$ cat src/rtl/ir_rl_pkg.sv
package ir_rl_pkg;
  localparam int NOISE_W = 6;
  localparam int IDLE_W  = 8;
  localparam logic [1:0] MODE_IR_RX = 2'b11;

  typedef enum logic {ST_WAIT, ST_RUN} rlState_e;

  typedef struct packed {
    logic clearAll;
    logic startPulse;
    logic step;
    logic commit;
    logic emitFlush;
    logic emitChunk;
  } rlStrobe_t;

  typedef struct packed {
    logic sampleHigh;
    logic pendFull;
    logic idleDue;
    logic chunkDue;
  } rlFlag_t;
endpackage

$ cat src/rtl/ir_rl_front.sv
module ir_rl_front #(
  parameter int TICK_DIV = 64
) (
  input  logic clk,
  input  logic rst_n,
  input  logic irRaw,
  input  logic invertPol,
  input  logic runEn,
  output logic sampleTick,
  output logic sampleLvl
);
  localparam int DIV_W = (TICK_DIV > 2) ? $clog2(TICK_DIV) : 1;
  localparam logic [DIV_W-1:0] DIV_LAST = DIV_W'(TICK_DIV - 1);

  logic [1:0] syncQ;
  logic [DIV_W-1:0] divCnt;

  always_ff @(posedge clk or negedge rst_n) begin
    if (!rst_n) syncQ <= 2'b00;
    else        syncQ <= {syncQ[0], irRaw};
  end

  always_ff @(posedge clk or negedge rst_n) begin
    if (!rst_n)                divCnt <= '0;
    else if (!runEn)           divCnt <= '0;
    else if (divCnt == DIV_LAST) divCnt <= '0;
    else                       divCnt <= divCnt + 1'b1;
  end

  assign sampleTick = runEn && (divCnt == DIV_LAST);
  assign sampleLvl  = syncQ[1] ^ invertPol;
endmodule

$ cat src/rtl/ir_rl_ctrl.sv
module ir_rl_ctrl import ir_rl_pkg::*; (
  input  logic      clk,
  input  logic      rst_n,
  input  logic      runEn,
  input  logic      sampleTick,
  input  rlFlag_t   flags,
  output rlStrobe_t stb
);
  rlState_e state, stateNext;

  always_comb begin
    stb       = '0;
    stateNext = state;
    if (!runEn) begin
      stb.clearAll = 1'b1;
      stateNext    = ST_WAIT;
    end else if (sampleTick) begin
      if (state == ST_WAIT) begin
        if (flags.sampleHigh) begin
          stb.startPulse = 1'b1;
          stateNext      = ST_RUN;
        end
      end else begin
        stb.step = 1'b1;
        if (flags.pendFull) begin
          stb.commit = 1'b1;
        end else if (flags.idleDue) begin
          stb.emitFlush = 1'b1;
          stateNext     = ST_WAIT;
        end else if (flags.chunkDue) begin
          stb.emitChunk = 1'b1;
        end
      end
    end
  end

  always_ff @(posedge clk or negedge rst_n) begin
    if (!rst_n) state <= ST_WAIT;
    else        state <= stateNext;
  end
endmodule

$ cat src/rtl/ir_rl_datapath.sv
module ir_rl_datapath import ir_rl_pkg::*; #(
  parameter int CNT_W = 7
) (
  input  logic               clk,
  input  logic               rst_n,
  input  rlStrobe_t          stb,
  input  logic               sampleLvl,
  input  logic [NOISE_W-1:0] noiseThr,
  input  logic [IDLE_W-1:0]  idleThr,
  output rlFlag_t            flags,
  output logic               pushValid,
  output logic [CNT_W:0]     pushData,
  output logic               pktEnd
);
  localparam int RUN_W   = CNT_W + 2;
  localparam int PEND_W  = NOISE_W + 1;
  localparam int SPACE_W = IDLE_W + 1;
  localparam logic [RUN_W-1:0] CHUNK_LEN = RUN_W'(1 << CNT_W);
  localparam logic [CNT_W-1:0] FULL_CODE = '1;

  logic               curLvl;
  logic [RUN_W-1:0]   runCnt, runNext, oldLen;
  logic [PEND_W-1:0]  pendCnt, pendNext;
  logic [SPACE_W-1:0] spaceCnt, spaceNext;
  logic               diff;
  logic [CNT_W-1:0]   commitCode, flushCode;

  always_comb begin
    diff     = (sampleLvl != curLvl);
    pendNext = diff ? pendCnt + 1'b1 : '0;
    runNext  = runCnt + 1'b1;
    oldLen   = runNext - RUN_W'(pendNext);
    if (curLvl)                 spaceNext = '0;
    else if (spaceCnt == '1)    spaceNext = spaceCnt;
    else                        spaceNext = spaceCnt + 1'b1;
    commitCode = CNT_W'(oldLen - 1'b1);
    flushCode  = (runNext >= CHUNK_LEN) ? FULL_CODE : CNT_W'(runNext - 1'b1);
    flags.sampleHigh = sampleLvl;
    flags.pendFull   = diff && (pendNext > {1'b0, noiseThr});
    flags.idleDue    = !curLvl && !diff && (spaceNext > {1'b0, idleThr});
    flags.chunkDue   = !diff && (runNext >= CHUNK_LEN);
  end

  always_ff @(posedge clk or negedge rst_n) begin
    if (!rst_n) begin
      curLvl    <= 1'b0;
      runCnt    <= '0;
      pendCnt   <= '0;
      spaceCnt  <= '0;
      pushValid <= 1'b0;
      pushData  <= '0;
      pktEnd    <= 1'b0;
    end else begin
      pushValid <= 1'b0;
      pktEnd    <= 1'b0;
      if (stb.clearAll) begin
        curLvl   <= 1'b0;
        runCnt   <= '0;
        pendCnt  <= '0;
        spaceCnt <= '0;
      end else if (stb.startPulse) begin
        curLvl   <= 1'b1;
        runCnt   <= RUN_W'(1);
        pendCnt  <= '0;
        spaceCnt <= '0;
      end else if (stb.step) begin
        if (stb.commit) begin
          if (oldLen != '0) begin
            pushValid <= 1'b1;
            pushData  <= {curLvl, commitCode};
          end
          curLvl   <= ~curLvl;
          runCnt   <= RUN_W'(pendNext);
          pendCnt  <= '0;
          spaceCnt <= curLvl ? SPACE_W'(pendNext) : '0;
        end else if (stb.emitFlush) begin
          pushValid <= 1'b1;
          pushData  <= {1'b0, flushCode};
          pktEnd    <= 1'b1;
          runCnt    <= '0;
          pendCnt   <= '0;
          spaceCnt  <= '0;
        end else if (stb.emitChunk) begin
          pushValid <= 1'b1;
          pushData  <= {curLvl, FULL_CODE};
          runCnt    <= runNext - CHUNK_LEN;
          pendCnt   <= pendNext;
          spaceCnt  <= spaceNext;
        end else begin
          runCnt   <= runNext;
          pendCnt  <= pendNext;
          spaceCnt <= spaceNext;
        end
      end
    end
  end
endmodule

$ cat src/rtl/ir_runlen_sampler.sv
module ir_runlen_sampler import ir_rl_pkg::*; #(
  parameter int TICK_DIV = 64
) (
  input  logic        clk,
  input  logic        rst_n,
  input  logic        irRaw,
  input  logic        globalEn,
  input  logic        rxEn,
  input  logic [1:0]  modeSel,
  input  logic        invertPol,
  input  logic [15:2] sampleCfg,
  output logic        pushValid,
  output logic [7:0]  pushData,
  output logic        pktEnd
);
  logic      runEn, sampleTick, sampleLvl;
  rlStrobe_t stb;
  rlFlag_t   flags;

  assign runEn = globalEn && rxEn && (modeSel == MODE_IR_RX);

  ir_rl_front #(.TICK_DIV(TICK_DIV)) u_front (
    .clk(clk), .rst_n(rst_n), .irRaw(irRaw), .invertPol(invertPol),
    .runEn(runEn), .sampleTick(sampleTick), .sampleLvl(sampleLvl)
  );

  ir_rl_ctrl u_ctrl (
    .clk(clk), .rst_n(rst_n), .runEn(runEn), .sampleTick(sampleTick),
    .flags(flags), .stb(stb)
  );

  ir_rl_datapath #(.CNT_W(7)) u_dp (
    .clk(clk), .rst_n(rst_n), .stb(stb), .sampleLvl(sampleLvl),
    .noiseThr(sampleCfg[7:2]), .idleThr(sampleCfg[15:8]), .flags(flags),
    .pushValid(pushValid), .pushData(pushData), .pktEnd(pktEnd)
  );
endmodule

$ cat config.mk
export PLATFORM = sky130hd
export DESIGN_NAME = ir_runlen_sampler
export DESIGN_NICKNAME = d
export VERILOG_FILES = /design/src/rtl/ir_rl_pkg.sv /design/src/rtl/ir_rl_front.sv /design/src/rtl/ir_rl_ctrl.sv /design/src/rtl/ir_rl_datapath.sv /design/src/rtl/ir_runlen_sampler.sv
export SDC_FILE = /design/constraint.sdc
export NUM_CORES = 1
export LEC_CHECK = 0
export ABC_CLOCK_PERIOD_IN_PS = 12000
export BUFFER_PORTS_ARGS = -buffer_cell sky130_fd_sc_hd__buf_4
export CAP_MARGIN = 40
export CORE_UTILIZATION = 65
export CTS_BUF_LIST = sky130_fd_sc_hd__clkbuf_4 sky130_fd_sc_hd__clkbuf_8 sky130_fd_sc_hd__clkbuf_16
export DETAILED_ROUTE_END_ITERATION = 16
export PLACE_DENSITY_LB_ADDON = 0.2
export SYNTH_ARGS = -nofsm -noshare
export SYNTH_HDL_FRONTEND = slang
export SYNTH_SLANG_ARGS = --single-unit
$ cat constraint.sdc
create_clock -name clk -period 12 [get_ports clk]
set_input_delay 2.4 -clock clk [delete_from_list [all_inputs] [get_ports clk]]
set_output_delay 2.4 -clock clk [all_outputs]
set_load 0.005 [all_outputs]
==> Yosys cells after proc, flatten, opt, wreduce, memory -nomap -nowiden <==
Cells that the tools add are included.
{ "totals": {"out_inout_bits": 10, "reg_bits": 45, "word_cells": 103} }
{ "op_classes": {"n_mux": 58, "magnitude_cmp": 3, "n_reduce_logical": 13, "eq_ne": 8, "n_addsub": 8, "bitwise": 3} }
{ "op_table": {"columns": ["cell", "count"], "rows": [
  ["$mux 9", 13],
  ["$mux 7", 8],
  ["$mux 8", 4],
  ["$mux 1", 27],
  ["$add 9x1->9 const B", 2],
  ["$sub 7x1->7 const B", 2],
  ["$mux 6", 2],
  ["$mux 5", 2],
  ["$eq 9x9->1 const B", 1],
  ["$ge 9x8->1 const B", 1],
  ["$gt 9x8->1", 1],
  ["$reduce_bool 9->1", 1],
  ["$sub 9x7->9", 1],
  ["$sub 9x8->9 const B", 1],
  ["$add 7x1->7 const B", 1],
  ["$gt 7x6->1", 1],
  ["$logic_and 1x1->1", 7],
  ["$add 6x1->6 const B", 1],
  ["$eq 6x6->1 const B", 1],
  ["$ne 3x3->1 const B", 2],
  ["$reduce_and 5->1", 1],
  ["$mux 4", 1],
  ["$reduce_bool 3->1", 1],
  ["$eq 2x2->1 const B", 1],
  ["other kinds (8)", 10]
]} }

==> Longest topological paths before layout <==
Gate-level depths: netlist of run 1.
{ "logic_depth": {"depth_word": 16, "depth_mapped": 18, "ltp_nobuf": 18} }

==> Modules after synthesis <==
Synthesis of run 1 repeated with hierarchy kept, for this count alone.
{ "unflattened": {"cells_unflattened": 419, "hier_area_um2": 3644.7} }
{ "by_module_without_submodules": {"columns": ["mod", "instances", "cells_each", "area_each_um2", "seq_area_each_um2"], "rows": [
  ["ir_rl_datapath", 1, 376, 3199.3, 900.9],
  ["ir_rl_front", 1, 30, 331.6, 200.2],
  ["ir_rl_ctrl", 1, 12, 105.1, 25.0],
  ["ir_runlen_sampler", 1, 1, 8.8, 0.0]
]} }

==> Least setup slack after synthesis of run 1 <==
OpenSTA, ideal clock, no wires.
{ "synth_path": {"path_kind": "input to register", "from": "in invertPol", "to": "reg u_dp.pushData[0]", "path_buffers": 2, "arrival_time_ns": 5.346, "path_stages": 15, "slack_ns": 6.528, "cell_sequence": "xnor2_1 > ha_1 > clkbuf_1 > and2_1 > inv_1 > ha_1 > or2_2 > a21o_1 > o311a_1 > or3_1 > a31oi_1 > a21o_1 > a31o_1 > buf_6 > mux2_4"} }
{ "synth_via": {"elab_chain_len": 12, "word_cells_on_any_way": 29} }
{ "synth_rtl": {"columns": ["element", "line_no", "rtl"], "rows": [
  ["from (decl)", "ir_runlen_sampler.sv:10", "input logic invertPol,"],
  ["$xor 1x1->1 *", "ir_rl_front.sv:31", "assign sampleLvl = syncQ[1] ^ invertPol;"],
  ["parallel branches: the longest is 11 deep, another holds $sub 9x7->9", null, null],
  ["to (signal assigned)", "ir_rl_datapath.sv:70", "pushData <= {curLvl, commitCode};"],
  ["to (signal assigned)", "ir_rl_datapath.sv:78", "pushData <= {1'b0, flushCode};"],
  ["to (signal assigned)", "ir_rl_datapath.sv:85", "pushData <= {curLvl, FULL_CODE};"],
  ["to (decl)", "ir_rl_datapath.sv:12", "output logic [CNT_W:0] pushData,"]
]} }
Every way passes the cells marked *. The select of a mux whose other input is x is not followed.
A chain may end at the register's enable or synchronous reset.

==> Worst setup path in the final report of run 1 <==
{ "layout_path": {"from": "in invertPol", "to": "reg u_dp.pushData[4]"} }
The elaborated chain is that of the path after synthesis.

==> results.md, run 1 <==
- The run finished with clean final reports.
- The worst-case vdd ir drop is 0.05560 mV.
- The delay of the slowest cell on the worst path is 0.51 ns.
- The clock passes through at most 2 buffers.
- Of the total power, the clock network draws 0.366.
- The number of nets in the synthesized netlist is 454.
- The mean instance size in the synthesized netlist is 8.705 um^2.
- The vertical die dimension is 75.38 um.
- The total power per unit cell area is 74.04 mW/mm^2.
- On the final layout, the worst clock skew is 0.007780 ns.
- The library cells used most frequently in the layout, excluding fill and tap cells, are 45 x sky130_fd_sc_hd__dfrtp_1, 41 x sky130_fd_sc_hd__nand2_1, 32 x sky130_fd_sc_hd__buf_4.
- The clock sink count is 45.
- The critical path contains buffers and inverters numbering 3 combined.
- The proportion of synthesized chip area in sequential cells is 0.3218.
- The number of cells in the design after placement is 494.
- The path class of the tightest hold or removal check is flop to flop.
- The worst path required time is 12.20 ns.
- Of the total power, registers draw 0.529.
- The area of the die is 0.005681 mm^2.
- The clock transition at the register clock pins on the worst setup and hold paths after CTS is 0.10 ns.
- The worst setup path is launched from an input port.
- The final hold violation count is 0.
- The number of detailed-routing iterations run before antenna repair is 4.
- The largest delay contributor family on the critical path is compound AO/OA/AOI/OAI gates.
- Yosys attributes the largest share of cell area to sky130_fd_sc_hd__dfrtp_1 32%, sky130_fd_sc_hd__ha_1 10%, sky130_fd_sc_hd__nand2_1 4.4%.
- For this configuration, the core starts out at a cell density of 0.6809.
- In the final layout, the share of cells above drive strength 1 is 0.1389.
- The signal on the critical path passes through buf_4 > xnor2_1 > ha_1 > nand2_1 > inv_1 > ha_1 > nor2b_1 > o21ai_0 > a21oi_1 > o21bai_1 > a21oi_1 > buf_4 > a211oi_1 > a31o_1 > mux2_4.
- For met3 alone, demand over resource in global routing was 0.06746.
- The most used flip-flop cell after synthesis is sky130_fd_sc_hd__dfrtp_1.
- The fraction of registers with async set or reset after synthesis is 1.000.
- The register bit count reported by yosys is 45.
- Post-CTS repair changed the size of 0 cells.
- Based on the critical path, the design can be clocked at up to 0.1676 GHz.
- The end point of the most critical hold path is u_front.syncQ[1]$_DFF_PN0_.
- The most congested layer reported by global routing is met2.
- STA classifies the critical path endpoint as a flop.
- Entering global routing, the biggest net connects 46 pins.
- The number of routed nets with antenna violations is 0.
- In the global route stage, met2 resource usage came out at 0.5456.
- The count of final setup violators is 0.
- Summed over all nets, the half-perimeter wirelength after detailed placement is 6418 um.
- The row count is 26.
- Among all stages on the critical path, the largest delay is contributed by sky130_fd_sc_hd__ha_1.
- The worst hold path stage count is 0.
- The ratio of routed vias to standard cells is 6.229.
- The global route total overflow is 0.
- The switching power is 0.07887 mW.
- The number of ports placed on the die boundary is 32.
- Setup total negative slack on the finished layout was measured at 0 ns.
- The portion of synthesized cell area occupied by the leading cell type is 0.3218.
- The hold-fix buffer count after cts is 0.
- The wire length per cell after detailed routing is 16.84 um.
- Setup repair after global routing left no endpoint under its margin.
- The cell sitting at the root of the clock tree is a sky130_fd_sc_hd__clkbuf_8.
- Measured in cells, the most critical reg-to-reg path has a length of 14.
- The post-route non-filler standard cell count is 502.
- The net count of the finished layout is 483.
- Of the total power, combinational logic draws 0.105.
- Summing over every cut layer, the via total after detailed routing is 3,127.
- The number of synthesized flops with an enable pin is 0.
- The insertion delay of the later-clocked pin in the worst-skew pair is 0.31 ns.
- In the finished design, the share of the clock period the worst path needs comes to 0.4973.
- After synthesis the cells add up to 0.003500 mm^2.
- The floorplan core area is 0.005140 mm^2.
- The relative slew slack is 0.5145.
- Measured along the x axis, the die boundary spans 75.38 um.
- The startpoint identified for the worst register-to-register timing path is u_dp.curLvl$_DFFE_PN0P_.
- Of the total power, the share spent switching nets is 0.2736.
- The final critical delay including setup and external delays is 5.967 ns.
- The number of clock buffers added by TritonCTS is 5.
- The max-slew violation total from the final report came to 0.
- The worst endpoint data arrival time is 6.17 ns.
- The count of maximum capacitance violations is 0.
- Yosys printed 0 warnings.
- The kind of critical path is input port to flop.
- The post-route DRC violation count is 0.
- The congestion estimate from routability-driven global placement came to 0.9213.
- The clock tree from TritonCTS is yes.
- The number of buffers added for setup after CTS is 0.
- After the first detailed-routing iteration, the DRC count stood at 207.
- The count of buffers from port buffering is 31.
- The leakage dissipation is 1.898 nW.
- The number of antenna violations at the first check in global routing is 0.
- The wire length of the first global-routing pass is 13,500 um.
- The met1 global-route usage is 0.3885.
- Internal power comes to 0.2094 mW.
- The number of distinct library cell variants in the gate-level netlist after synthesis is 58.
- The maximum level of the CTS H-tree is 2.
- The start point of the worst hold path is u_front.syncQ[0]$_DFF_PN0_.
- The final layout contains routed wiring with a total length of 8455 um.
- For the pin with the worst max-slew slack, the measured transition is 0.7255 ns.
- Synthesis produced a netlist whose cell count is 402.
- The overall track demand over capacity in global routing is 0.3178.
- From synthesis to final layout, the design area changed by 11.26%.
- Leaving out fill and tap cells, the most frequent cell in the layout is sky130_fd_sc_hd__dfrtp_1.
- Of all cell types, the one taking the most synthesized area is sky130_fd_sc_hd__dfrtp_1.
- The via count of the first global-routing pass is 3,018.
- Setup slack on the worst reg-to-reg path comes out at 7.20 ns.
- Along the worst path, the maximum fanout reaches 11.
- The capturing point of the worst reg2reg path is u_dp.pushData[4]$_DFFE_PN0P_.
- 0 antenna diodes ended up in the layout.
==> kinds of logic (layout without fill, tap and decap cells) <==
kind of cell	after synthesis	after routing	synth area share
AO/OA/AOI/OAI	98	98	0.1838
AND/OR/NAND/NOR	143	143	0.2081
XOR/XNOR	35	35	0.08974
buffers and inverters	41	71	0.04719
flip-flops	45	45	0.3218
multiplexers	10	10	0.04004
adder cells (fa/ha/maj)	30	30	0.1094
==> worst max-delay path by stage <==
stage / to / slack (ns) / cells past startpoint / from
2_1_floorplan: u_dp.pushData[0]$_DFFE_PN0P_ / 6.53 / 15 / invertPol
3_3_place_gp: u_dp.pushData[7]$_DFFE_PN0P_ / 5.85 / 15 / invertPol
3_5_place_dp: u_dp.pushData[4]$_DFFE_PN0P_ / 5.77 / 15 / invertPol
4_1_cts: u_dp.pushData[4]$_DFFE_PN0P_ / 6.11 / 15 / invertPol
5_1_grt: u_dp.pushData[2]$_DFFE_PN0P_ / 5.91 / 15 / invertPol
6_report: u_dp.pushData[4]$_DFFE_PN0P_ / 6.03 / 15 / invertPol
==> flip-flops by register name, indices dropped and copies added, names as in the netlist <==
name,cells
u_ctrl.state,1
u_dp.curLvl,1
u_dp.pendCnt,7
u_dp.pktEnd,1
u_dp.pushData,8
u_dp.pushValid,1
u_dp.runCnt,9
u_dp.spaceCnt,9
u_front.divCnt,6
u_front.syncQ,2
==> area by class of cell <==
class                           instances  area, um^2
Fill cell                             405        1246
Inverter                               30       112.6
Clock inverter                          3       28.78
Sequential cell                        45        1126
Multi-Input combinational cell        316        2215
Timing Repair Buffer                   33       255.2
Tap cell                               70       87.58
Clock buffer                            5       68.82
==> Yosys cell counts (all sizes together), types with 2 or more instances <==
library cell  count
nand2            41
a221o             2
o21ai            31
and3              7
a21oi            17
nand4             4
or2               2
and2              8
clkbuf            6
xor2             17
a211oi            4
nor2b             6
nor3             11
a32oi             4
xnor2            18
nand3            19
a22oi             6
mux2              8
ha               29
o21a              2
a21o              7
dfrtp            45
o311a             2
a31oi             5
inv              29
a22o              4
buf               5
and4              3
or3               2
nor4              3
nor2             31
mux2i             2
nand2b            3
o22ai             4
==> per-stage QoR <==
step                      hold slack (ns)  setup slack [ns]    util  power, mW  instance area, um^2
after global routing               0.3882             5.910  0.7575     0.2980                 3894
final                              0.3778             6.033  0.7575     0.2883                 3894
after detailed placement           0.3530             5.770  0.7386     0.1855                 3796
after CTS                          0.3862             6.105  0.7575     0.2885                 3894
after global placement             0.3461             5.846  0.7356     0.1843                 3781
after floorplan                    0.3312             6.528       -     0.1725                 3500
==> power by group through the flow <==
stage               logic, mW  registers [mW]  clock network [mW]
floorplan              0.0170           0.155                   0
global placement       0.0288           0.155                   0
detailed placement     0.0300           0.156                   0
CTS                    0.0301           0.153               0.106
global route           0.0335           0.153               0.112
finish                 0.0302           0.153               0.106
==> routing by layer <==
metal  wire [um]  part of all wire
met3         504             0.060
met2        4183              0.49
met5           0                 0
met4         205             0.024
met1        3562              0.42
Power figures use the tool's default switching activity.
==> inputs of run 2 (changes only) <==
- ABC_CLOCK_PERIOD_IN_PS: 12000 -> 6200
- CORE_UTILIZATION: 65 -> 60
- clock period: 12 -> 6.2 ns (I/O delays scaled with it)
==> run 2 against run 1 <==
Compared with the run above: first-iteration DRC count is 24% higher; cell count is 0.60% higher; total power is 95% higher; utilization is 5.7 points lower; combinational power is 95% higher; critical path type unchanged; die area is 8.1% higher; clock-buffer cell count stayed put; clock skew is 0.0043 ns higher; design area is 0.26% higher; routed wire length is 1.3% lower; largest power group unchanged; clock power is 96% higher.
==> results.md, run 2 (synthesis gave the netlist of run 1 again) <==
- The vertical die dimension was 78.37 um (was 75.38 um).
- The count of buffers from port buffering is 31 (unchanged).
- The maximum number of pins on one net before global-route repair is 46 (unchanged).
- The number of buffers added by the clock tree synthesis step is 5 (unchanged).
- The count of maximum capacitance violations was 0 (unchanged).
- The final critical delay including setup and external delays is 4.754 ns.
- The delay of the slowest cell on the worst path is 0.53 ns (was 0.51 ns).
- The number of antenna violations at the first check in global routing came to 0 (unchanged).
- The multi-input gate area in the final layout was 0.002215 mm^2 (unchanged).
- The kind of launch point of the worst setup path is an input port (unchanged).
- The deepest clock path buffer count came to 2 (unchanged).
- The proportion of layout cells with a drive suffix above 1 is 0.1409 (was 0.1389).
- The hold-fix buffer count after cts is 0 (unchanged).
- The worst-case vdd ir drop is 0.1070 mV (was 0.05560 mV).
- The DRC marker count from the first detailed-route iteration is 256 (was 207).
- The type of destination of the critical path is a flop (unchanged).
- The insertion delay of the later-clocked pin in the worst-skew pair is 0.32 ns (was 0.31 ns).
- The floorplan core area is 0.005574 mm^2 (was 0.005140 mm^2).
- The global route total overflow came to 0 (unchanged).
- The detailed placer's ending HPWL was 6352 um (was 6418 um).
- The overall track demand over capacity in global routing is 0.2931 (was 0.3178).
- The clock share of power came to 0.370 (was 0.366).
- The worst endpoint data arrival time was 4.96 ns (was 6.17 ns).
- The total wirelength of the detailed-routed design is 8342 um (was 8455 um).
- The switching share of total power was 0.2785 (was 0.2736).
- The leakage dissipation is 1.902 nW (was 1.898 nW).
- The layout filler cell count is 449 (was 405).
- The via count of the first global-routing pass is 2,946 (was 3,018).
- The post-CTS resize count is 0 (unchanged).
- The clock transition at the register clock pins on the worst setup and hold paths after CTS is 0.10 ns (about the same).
- The wire length per cell after detailed routing is 16.52 um (was 16.84 um).
- The number of detailed-routing iterations run before antenna repair is 4 (unchanged).
- Worst path cell trace: buf_4 > xnor2_1 > ha_1 > nand2_1 > inv_1 > ha_1 > nor2b_1 > o21ai_0 > a21oi_1 > o21bai_1 > a21oi_1 > buf_4 > a211oi_1 > a31o_1 > mux2_4 (unchanged).
- The antenna diode count is 0 (unchanged).
- The starting density of the core is 0.6278 (was 0.6809).
- The final hold violation count is 0 (unchanged).
- The number of ports placed on the die boundary is 32 (unchanged).
- The clock sink count is 45 (unchanged).
- The area of the die was 0.006142 mm^2 (was 0.005681 mm^2).
- The total buffers and inverters traversed by the critical path is 3 (unchanged).
- The sequential cell area was 0.001126 mm^2 (unchanged).
- The most common library cell in the layout ignoring fill and taps is sky130_fd_sc_hd__dfrtp_1 (unchanged).
- The switching power came to 0.1564 mW (was 0.07887 mW).
- The design internal power came to 0.4053 mW (was 0.2094 mW).
- The number of cells in the design after placement is 497 (was 494).
- The reg-to-reg startpoint is u_dp.curLvl$_DFFE_PN0P_ (unchanged).
- The maximum level of the CTS H-tree is 2 (unchanged).
- The area growth from synthesis to layout came to 11.55% (was 11.26%).
- The combinational share of power came to 0.105 (about the same).
- The post-route DRC violation count was 0 (unchanged).
- The setup TNS is 0 ns (unchanged).
- The relative slew slack is 0.4909 (was 0.5145).
- The clock tree root buffer cell is sky130_fd_sc_hd__clkbuf_8 (unchanged).
- The routability congestion estimate is 0.9302 (was 0.9213).
- The total power of the final layout came to 0.5617 mW (was 0.2883 mW).
- The sequential share of power was 0.525 (was 0.529).
- Timing would allow up to 0.2103 GHz.
- The start point of the worst hold path is u_front.syncQ[0]$_DFF_PN0_ (unchanged).
- The classification of the worst-slack hold path is flop to flop (unchanged).
- The highest fanout seen on the critical path is 11 (unchanged).
- The cell type of the slowest stage on the worst timing path is sky130_fd_sc_hd__ha_1 (unchanged).
- The clock tree from TritonCTS is yes (unchanged).
- The number of buffers added for setup after CTS is 0 (unchanged).
- The number of routed nets with antenna violations is 0 (unchanged).
- The total power per unit cell area is 143.9 mW/mm^2 (was 74.04 mW/mm^2).
- The wire length of the first global-routing pass is 13,920 um (was 13,500 um).
- The via total after detailed routing is 3,109 (was 3,127).
- The largest delay contributor family on the critical path is compound AO/OA/AOI/OAI gates (unchanged).
- The worst path required time is 6.41 ns (was 12.20 ns).
- The count of final setup violators is 0 (unchanged).
- The row count was 27 (was 26).
- The launching instance or port of the critical path is invertPol (unchanged).
- The width of the die came to 78.37 um (was 75.38 um).
- Largest registers: u_dp.runCnt: 9 flops, u_dp.spaceCnt: 9 flops, u_dp.pushData: 8 flops (unchanged).
- RSZ-0062 raised after global routing: no (unchanged).
- The max-slew violation total from the final report came to 0 (unchanged).
- The share of the cycle needed by the critical path after routing is 0.7668.
- The ratio of routed vias to standard cells is 6.156 (was 6.229).
- The number of nets in the final layout is 484 (was 483).
- Run status: complete, no violations (unchanged).
- The worst clock skew is 0.01212 ns (was 0.007780 ns).
- The transition at the pin with the smallest max-transition slack is 0.7578 ns (was 0.7255 ns).
- Top library cells by usage in the layout, fill and taps aside: 45 x sky130_fd_sc_hd__dfrtp_1, 41 x sky130_fd_sc_hd__nand2_1, 33 x sky130_fd_sc_hd__buf_4 (was 45 x sky130_fd_sc_hd__dfrtp_1, 41 x sky130_fd_sc_hd__nand2_1, 32 x sky130_fd_sc_hd__buf_4).
- The post-route non-filler standard cell count came to 505 (was 502).
- The kind of critical path is input port to flop (unchanged).
[run 2: cell count changes in the layout (fill, tap and decap cells not counted), sizes merged]
cell	before	now
buf	33	34
[run 2: layer usage]
metal	vias to the layer above	GRT usage	wire length, um
met5	-	0	0
met4	0	0.1074	168
met3	22	0.04535	408
met2	127	0.5018	4080
met1	1473	0.3737	3685
li1	1487	-	-
[run 2: area by class of cell]
cell class,count,area share
Inverter,30,0.02885
Clock inverter,3,0.007372
Timing Repair Buffer,34,0.06731
Tap cell,72,0.02308
Clock buffer,5,0.01763
Sequential cell,45,0.2885
Multi-Input combinational cell,316,0.5673
[run 2: metrics by stage]
stage / cell area [um^2] / hold slack (ns) / setup WS [ns] / utilization
2_1_floorplan: 3500 / 0.3312 / 1.888 / -
3_3_place_gp: 3784 / 0.3434 / 1.207 / 0.6788
3_5_place_dp: 3806 / 0.3466 / 1.210 / 0.6828
4_1_cts: 3904 / 0.3702 / 1.529 / 0.7003
5_1_grt: 3904 / 0.3718 / 1.230 / 0.7003
6_report: 3904 / 0.3637 / 1.446 / 0.7003
[run 2: power groups by stage]
| stage | clock (mW) | combinational, mW | sequential (mW) |
|---|---|---|---|
| after floorplan | 0 | 0.0330 | 0.301 |
| after global placement | 0 | 0.0556 | 0.301 |
| after detailed placement | 0 | 0.0583 | 0.301 |
| after CTS | 0.209 | 0.0586 | 0.295 |
| after global routing | 0.219 | 0.0659 | 0.295 |
| final | 0.208 | 0.0589 | 0.295 |
[run 2: worst paths after layout]
| kind | slack, ns | cells past startpoint | end |
|---|---|---|---|
| min in group asynchronous | 0.89 | 1 | u_dp.pendCnt[4]$_DFFE_PN0P_ |
| setup / recovery | 1.45 | 15 | u_dp.pushData[2]$_DFFE_PN0P_ |
| max in group asynchronous | 4.89 | 1 | u_dp.pushData[7]$_DFFE_PN0P_ |
| hold / removal | 0.36 | 0 | u_front.syncQ[1]$_DFF_PN0_ |
| hold reg to reg | 0.36 | 0 | u_front.syncQ[1]$_DFF_PN0_ |
| setup reg to reg | 1.49 | 14 | u_dp.pushData[2]$_DFFE_PN0P_ |
